<file path="src/rtl/acp_pkg.sv">
package acp_pkg;

    localparam int OPC_W = 4;

    typedef enum logic [OPC_W-1:0] {
        OP_LOAD  = 4'd0,
        OP_STORE = 4'd1,
        OP_CLEAR = 4'd2,
        OP_ADD   = 4'd3,
        OP_INC   = 4'd4,
        OP_SUB   = 4'd5,
        OP_DEC   = 4'd6,
        OP_CMP   = 4'd7,
        OP_JMP   = 4'd8,
        OP_JGT   = 4'd9,
        OP_JEQ   = 4'd10,
        OP_JLT   = 4'd11,
        OP_JNE   = 4'd12,
        OP_IN    = 4'd13,
        OP_OUT   = 4'd14,
        OP_HALT  = 4'd15
    } opcode_e;

    typedef enum logic [3:0] {
        ST_FETCH,
        ST_FREAD,
        ST_FLOAD,
        ST_DECODE,
        ST_OREAD,
        ST_OLOAD,
        ST_EXEC,
        ST_WRITE,
        ST_INWAIT,
        ST_HALT
    } phase_e;

    typedef struct packed {
        logic gt;
        logic eq;
        logic lt;
    } cond_t;

    function automatic logic needs_operand(opcode_e op);
        return op inside {OP_LOAD, OP_ADD, OP_SUB, OP_INC, OP_DEC, OP_CMP, OP_OUT};
    endfunction

    function automatic logic is_jump(opcode_e op);
        return op inside {OP_JMP, OP_JGT, OP_JEQ, OP_JLT, OP_JNE};
    endfunction

    function automatic logic is_rmw(opcode_e op);
        return op inside {OP_INC, OP_DEC};
    endfunction

endpackage

</file>
<file path="src/rtl/acp_alu.sv">
module acp_alu
    import acp_pkg::*;
#(
    parameter int W = 16
) (
    input  opcode_e        op,
    input  logic [W-1:0]   acc,
    input  logic [W-1:0]   opnd,
    output logic [W-1:0]   result,
    output cond_t          flags
);
    logic [W-1:0] c_sum, c_diff, c_inc, c_dec;

    // every candidate computed side by side, one picked below
    assign c_sum  = acc + opnd;
    assign c_diff = acc - opnd;
    assign c_inc  = opnd + W'(1);
    assign c_dec  = opnd - W'(1);

    always_comb begin
        unique case (op)
            OP_ADD:  result = c_sum;
            OP_SUB:  result = c_diff;
            OP_INC:  result = c_inc;
            OP_DEC:  result = c_dec;
            default: result = opnd;
        endcase
    end

    always_comb begin
        flags.gt = $signed(opnd) >  $signed(acc);
        flags.eq = opnd == acc;
        flags.lt = $signed(opnd) <  $signed(acc);
    end

endmodule

</file>
<file path="src/rtl/acp_branch.sv">
module acp_branch
    import acp_pkg::*;
(
    input  opcode_e op,
    input  cond_t   cc,
    output logic    take
);
    always_comb begin
        unique case (op)
            OP_JMP:  take = 1'b1;
            OP_JGT:  take = cc.gt;
            OP_JEQ:  take = cc.eq;
            OP_JLT:  take = cc.lt;
            OP_JNE:  take = !cc.eq;
            default: take = 1'b0;
        endcase
    end
endmodule

</file>
<file path="src/rtl/acp_ctrl.sv">
module acp_ctrl
    import acp_pkg::*;
(
    input  logic    clk,
    input  logic    rst,
    input  opcode_e op,
    input  logic    in_valid,
    output phase_e  state
);
    phase_e nxt;

    always_comb begin
        nxt = state;
        unique case (state)
            ST_FETCH:  nxt = ST_FREAD;
            ST_FREAD:  nxt = ST_FLOAD;
            ST_FLOAD:  nxt = ST_DECODE;
            ST_DECODE: begin
                if (op == OP_HALT)                           nxt = ST_HALT;
                else if (is_jump(op))                        nxt = ST_FETCH;
                else if (op == OP_STORE || op == OP_CLEAR)   nxt = ST_WRITE;
                else if (op == OP_IN)                        nxt = ST_INWAIT;
                else if (needs_operand(op))                  nxt = ST_OREAD;
                else                                         nxt = ST_FETCH;
            end
            ST_OREAD:  nxt = ST_OLOAD;
            ST_OLOAD:  nxt = ST_EXEC;
            ST_EXEC:   nxt = is_rmw(op) ? ST_WRITE : ST_FETCH;
            ST_WRITE:  nxt = ST_FETCH;
            ST_INWAIT: nxt = in_valid ? ST_WRITE : ST_INWAIT;
            ST_HALT:   nxt = ST_HALT;
            default:   nxt = ST_FETCH;
        endcase
    end

    always_ff @(posedge clk) begin
        if (rst) state <= ST_FETCH;
        else     state <= nxt;
    end

    // without a valid input the wait phase holds
    a_r6_in_stall: assert property (@(posedge clk) disable iff (rst)
        (state == ST_INWAIT && !in_valid) |=> state == ST_INWAIT);

    // loading the instruction register is always followed by decode
    a_r1_decode_follows: assert property (@(posedge clk) disable iff (rst)
        state == ST_FLOAD |=> state == ST_DECODE);

    // halt is absorbing
    a_r8_halt_absorbs: assert property (@(posedge clk) disable iff (rst)
        state == ST_HALT |=> state == ST_HALT);

endmodule

</file>
<file path="src/rtl/acc_cpu.sv">
module acc_cpu
    import acp_pkg::*;
#(
    parameter int DATA_W = 16
) (
    input  logic                   clk,
    input  logic                   rst,
    output logic [DATA_W-OPC_W-1:0] mem_addr,
    output logic [DATA_W-1:0]      mem_wdata,
    output logic                   mem_we,
    input  logic [DATA_W-1:0]      mem_rdata,
    input  logic [DATA_W-1:0]      in_data,
    input  logic                   in_valid,
    output logic [DATA_W-1:0]      out_data,
    output logic                   out_stb,
    output logic                   halted
);
    localparam int ADDR_W = DATA_W - OPC_W;

    phase_e              state;
    logic [ADDR_W-1:0]   pc, mar;
    logic [DATA_W-1:0]   ir, acc, mdr;
    cond_t               cc;
    opcode_e             op;
    logic [ADDR_W-1:0]   opaddr;
    logic [DATA_W-1:0]   alu_res;
    cond_t               alu_flags;
    logic                take;

    assign op     = opcode_e'(ir[DATA_W-1 -: OPC_W]);
    assign opaddr = ir[ADDR_W-1:0];

    acp_ctrl u_ctrl (
        .clk      (clk),
        .rst      (rst),
        .op       (op),
        .in_valid (in_valid),
        .state    (state)
    );

    acp_alu #(.W(DATA_W)) u_alu (
        .op     (op),
        .acc    (acc),
        .opnd   (mdr),
        .result (alu_res),
        .flags  (alu_flags)
    );

    acp_branch u_branch (
        .op   (op),
        .cc   (cc),
        .take (take)
    );

    assign mem_addr  = mar;
    assign mem_wdata = mdr;
    assign mem_we    = state == ST_WRITE;
    assign halted    = state == ST_HALT;

    always_ff @(posedge clk) begin
        if (rst) begin
            pc       <= '0;
            mar      <= '0;
            ir       <= '0;
            acc      <= '0;
            mdr      <= '0;
            cc       <= '0;
            out_data <= '0;
            out_stb  <= 1'b0;
        end else begin
            out_stb <= 1'b0;
            unique case (state)
                ST_FETCH: begin
                    mar <= pc;
                    pc  <= pc + ADDR_W'(1);
                end
                ST_FLOAD: ir <= mem_rdata;
                ST_DECODE: begin
                    mar <= opaddr;
                    if (take)           pc  <= opaddr;
                    if (op == OP_STORE) mdr <= acc;
                    if (op == OP_CLEAR) mdr <= '0;
                end
                ST_OLOAD: mdr <= mem_rdata;
                ST_EXEC: begin
                    unique case (op)
                        OP_LOAD, OP_ADD, OP_SUB: acc <= alu_res;
                        OP_INC, OP_DEC:          mdr <= alu_res;
                        OP_CMP:                  cc  <= alu_flags;
                        OP_OUT: begin
                            out_data <= mdr;
                            out_stb  <= 1'b1;
                        end
                        default: ;
                    endcase
                end
                ST_INWAIT: if (in_valid) mdr <= in_data;
                default: ;
            endcase
        end
    end

    // each fetch steps the program counter by one
    a_r1_pc_step: assert property (@(posedge clk) disable iff (rst)
        state == ST_FETCH |=> pc == $past(pc) + ADDR_W'(1));

    // an untaken jump leaves the program counter alone
    a_r5_fallthrough: assert property (@(posedge clk) disable iff (rst)
        (state == ST_DECODE && is_jump(op) && !take) |=> pc == $past(pc));

    // the condition register never holds two bits
    a_r4_cc_onehot0: assert property (@(posedge clk) disable iff (rst)
        $onehot0(cc));

    // a compare leaves exactly one bit set
    a_r4_cmp_sets_one: assert property (@(posedge clk) disable iff (rst)
        (state == ST_EXEC && op == OP_CMP) |=> $countones(cc) == 1);

    // memory-side arithmetic leaves the accumulator intact
    a_r3_acc_kept: assert property (@(posedge clk) disable iff (rst)
        (state == ST_EXEC && is_rmw(op)) |=> $stable(acc));

    // a store writes the accumulator value
    a_r2_store_data: assert property (@(posedge clk) disable iff (rst)
        (mem_we && op == OP_STORE) |-> mem_wdata == acc);

    // the output strobe lasts one cycle
    a_r7_stb_single: assert property (@(posedge clk) disable iff (rst)
        out_stb |=> !out_stb);

    // once halted, the bus is quiet and frozen
    a_r8_halt_frozen: assert property (@(posedge clk) disable iff (rst)
        halted |=> halted && !mem_we && !out_stb && $stable(mem_addr));

endmodule

</file>
<file path="config.mk">
export PLATFORM = sky130hd
export DESIGN_NAME = acc_cpu
export DESIGN_NICKNAME = d
export VERILOG_FILES = /design/src/rtl/acp_pkg.sv /design/src/rtl/acp_alu.sv /design/src/rtl/acp_branch.sv /design/src/rtl/acp_ctrl.sv /design/src/rtl/acc_cpu.sv
export SDC_FILE = /design/constraint.sdc
export NUM_CORES = 1
export LEC_CHECK = 0
export ABC_AREA = 1
export BUFFER_PORTS_ARGS = -buffer_cell sky130_fd_sc_hd__buf_2
export CORE_ASPECT_RATIO = 1.1
export CORE_UTILIZATION = 55
export DETAILED_ROUTE_END_ITERATION = 6
export PLACE_DENSITY = 0.78
export SLEW_MARGIN = 20
export SYNTH_ARGS = -nofsm -noshare
export SYNTH_HDL_FRONTEND = slang
export SYNTH_SLANG_ARGS = --single-unit
</file>
<file path="constraint.sdc">
create_clock -name clk -period 3.8 [get_ports clk]
set_input_delay 0.57 -clock clk [delete_from_list [all_inputs] [get_ports clk]]
set_output_delay 0.57 -clock clk [all_outputs]
set_load 0.1 [all_outputs]
</file>
==> flow_metrics.env <==
export IMPL_grt_pass1_vias=6852
export IMPL_ys_ff_latch=96
export IMPL_cts_hold_fix_buffers=0
export IMPL_crit_path_end_kind="flop"
export IMPL_seq_area_frac_synth_pct=27.37
export IMPL_cts_sinks=96
export IMPL_htree_num_levels=3
export IMPL_die_area_um2=13230
export IMPL_firstDrtPassIters=5
export IMPL_start_util_pct=57.36
export IMPL_grt_total_usage_pct=33.75
export IMPL_final_common_cell="nand2_1"
export IMPL_ys_warn_count=0
export IMPL_ys_async_sr_fraction_pct=0
export IMPL_holdCritPathClass="reg -> reg"
export IMPL_synth_distinct_cells=59
export IMPL_grt_use_met2_pct=55.74
export IMPL_drive_gt1_share_pct=13.53
export IMPL_fin_area_um2=7772
export IMPL_die_w_um=109.7
export IMPL_route_vias_total=7303
export IMPL_area_delta_synth_final_pct=10.67
export IMPL_portBuffers=81
export IMPL_p_leak_nw=3.851
export IMPL_cts_resized=0
export IMPL_worst_slew_pin_slew_ns=0.8055
export IMPL_cap_violations=0
export IMPL_fmax_mhz=298.7
export IMPL_finalSetupViolations=0
export IMPL_wl_um=21230
export IMPL_cp_required_ns=4.05
export IMPL_cp_max_fo=5
export IMPL_avgSynthCellArea_um2=6.701
export IMPL_antenna_found_initial=0
export IMPL_period_needed_ns=3.348
export IMPL_clk_latency_ns=0.35
export IMPL_syn_nets=1133
export IMPL_grt_overflow=0
export IMPL_maxSlewViolCount=0
export IMPL_core_area_um2=12240
export IMPL_cp_arrival_ns=3.60
export IMPL_place_gp_congestion=0.9540
export IMPL_irDropWorstVdd_mv=0.6867
export IMPL_power_density_nw_per_um2=866.9
export IMPL_cts_clk_slew_worst_paths_ns=0.07
export IMPL_drt_wirelength_per_cell_um=16.71
export IMPL_grt_max_degree=33
export IMPL_busiest_layer="met2"
export IMPL_grt_pass1_wl_um=34360
export IMPL_clockBufferDepth=2
export IMPL_use_met3_pct=4.744
export IMPL_drtIter0Drc=559
export IMPL_clock_tree_root_cell="clkbuf_16"
export IMPL_met1_usage_pct=44.35
export IMPL_postRouteAntennaNets=0
export IMPL_vias_per_cell=5.750
export IMPL_ios=82
export IMPL_cts_tree="built"
export IMPL_status="finished, final reports clean"
export IMPL_fin_setup_tns_ns=0
export IMPL_post_cts_buffers=0
export IMPL_finalHoldViolations=0
export IMPL_setup_worst_path_start_class="flop"
export IMPL_worstSetupPathType="reg -> reg"
export IMPL_drc=0
export IMPL_die_y_um=120.5
export IMPL_synth_edf_count=0
export IMPL_diodes=0
export IMPL_rsz0062_at_grt="no"
export IMPL_ys_flop_type="dfxtp_1"
export IMPL_fin_nets=1196
export IMPL_slew_headroom_pct=46.10
export IMPL_synth_cell_area_um2=7023
export IMPL_numCtsBuffers=9
export IMPL_layout_common_cells="nand2_1, inv_1, o21ai_0, nor2_1, a21oi_1"
export IMPL_hpwlAfterDp_um=16240
export IMPL_rows=42
export IMPL_placed_cell_area_um2=7428
export IMPL_timing_final_crit_share_pct=88.11
export IMPL_netlist_instances=1048
export IMPL_fin_skew_ns=0.009647
## synth_stat cells, types with 5 or more instances
library cell / instances / area (um2)
a211oi_1: 11 / 82.58
a21o_1: 6 / 45.04
a21oi_1: 107 / 535.5
a31oi_1: 15 / 93.84
buf_2: 7 / 35.03
buf_4: 5 / 37.54
clkbuf_1: 14 / 52.55
dfxtp_1: 96 / 1922
ha_1: 48 / 600.6
inv_1: 124 / 465.5
inv_2: 9 / 33.78
nand2_1: 182 / 683.2
nand3_1: 63 / 315.3
nand3b_1: 7 / 52.55
nor2_1: 116 / 435.4
nor2_4: 6 / 67.56
nor3_1: 14 / 70.07
nor4_1: 5 / 31.28
o211ai_1: 10 / 75.07
o21ai_0: 115 / 575.6
o21ai_1: 5 / 25.02
o21bai_1: 10 / 75.07
## cell type report
| type | instances | area [um2] |
|---|---|---|
| fillers | 1154 | 4472 |
| multi-input cells | 779 | 4340 |
| flip-flops and latches | 96 | 1922 |
| inverters | 138 | 525.5 |
| repair buffers | 87 | 450.4 |
| clock buffers | 10 | 229.0 |
| well taps | 154 | 192.7 |
| clock inverters | 6 | 112.6 |
## state kept, by name, summed over array words and instances (netlist names)
register / count
acc: 16
ir: 16
mem_wdata: 16
out_data: 16
mem_addr: 12
pc: 12
u_ctrl.state: 4
cc: 3
out_stb: 1
## per-layer routing
| metal | up-vias | share of wire (%) |
|---|---|---|
| li1 | 3670 | - |
| met1 | 3342 | 44 |
| met2 | 249 | 47 |
| met3 | 42 | 6.4 |
| met4 | 0 | 2.8 |
| met5 | - | 0 |
## final timing paths
kind	start	end	slack, ns	cells after the start
hold / removal	ir[5]	ir[5]	0.46	2
hold reg to reg	ir[5]	ir[5]	0.46	2
setup reg to reg	acc[0]	mem_wdata[15]	0.45	21
setup / recovery	acc[0]	mem_wdata[15]	0.45	21
## worst max-delay path: stages (launching register included)
cell,delay [ns]
dfxtp_1,0.33
inv_1,0.15
ha_1,0.19
nand2_1,0.11
nor2_2,0.19
nand3_1,0.09
nor2_1,0.17
nand3_1,0.20
nor3_1,0.17
o21ai_0,0.12
ha_1,0.40
nand2_1,0.13
nor4_1,0.36
nand2_1,0.09
nand3_1,0.08
nand3_1,0.07
nand3_1,0.08
nand3_1,0.09
nand2_1,0.07
nand3_1,0.06
nand2_1,0.07
inv_1,0.04
## where the power goes
| part | internal (mW) | switching, mW |
|---|---|---|
| registers | 1.21 | 0.178 |
| logic | 1.25 | 3.04 |
| clock network | 0.648 | 0.414 |
## through the flow
step | hold slack, ns | util [%] | setup WS [ns] | instances | total power [mW]
global route | 0.4916 | 63.48 | 0.06069 | 1270 | 7.290
detailed placement | 0.4458 | 60.67 | 0.4606 | 1254 | 5.622
CTS | 0.4580 | 63.46 | 0.4330 | 1270 | 6.703
global placement | 0.4426 | 60.67 | 0.5694 | 1254 | 5.593
floorplan | 0.4246 | - | 0.4243 | 1048 | 4.735
finish | 0.4606 | 63.48 | 0.4518 | 1270 | 6.738
## logic make-up after synthesis
| family | Yosys count | synth area share [%] |
|---|---|---|
| simple gates | 417 | 26.51 |
| compound gates | 306 | 25.32 |
| buf+inv | 173 | 10.87 |
| flops | 96 | 27.36 |
| fa+ha+maj | 50 | 9.122 |
| xor+xnor | 3 | 0.3742 |
| mux | 3 | 0.4454 |
Power figures use the tool's default switching activity.
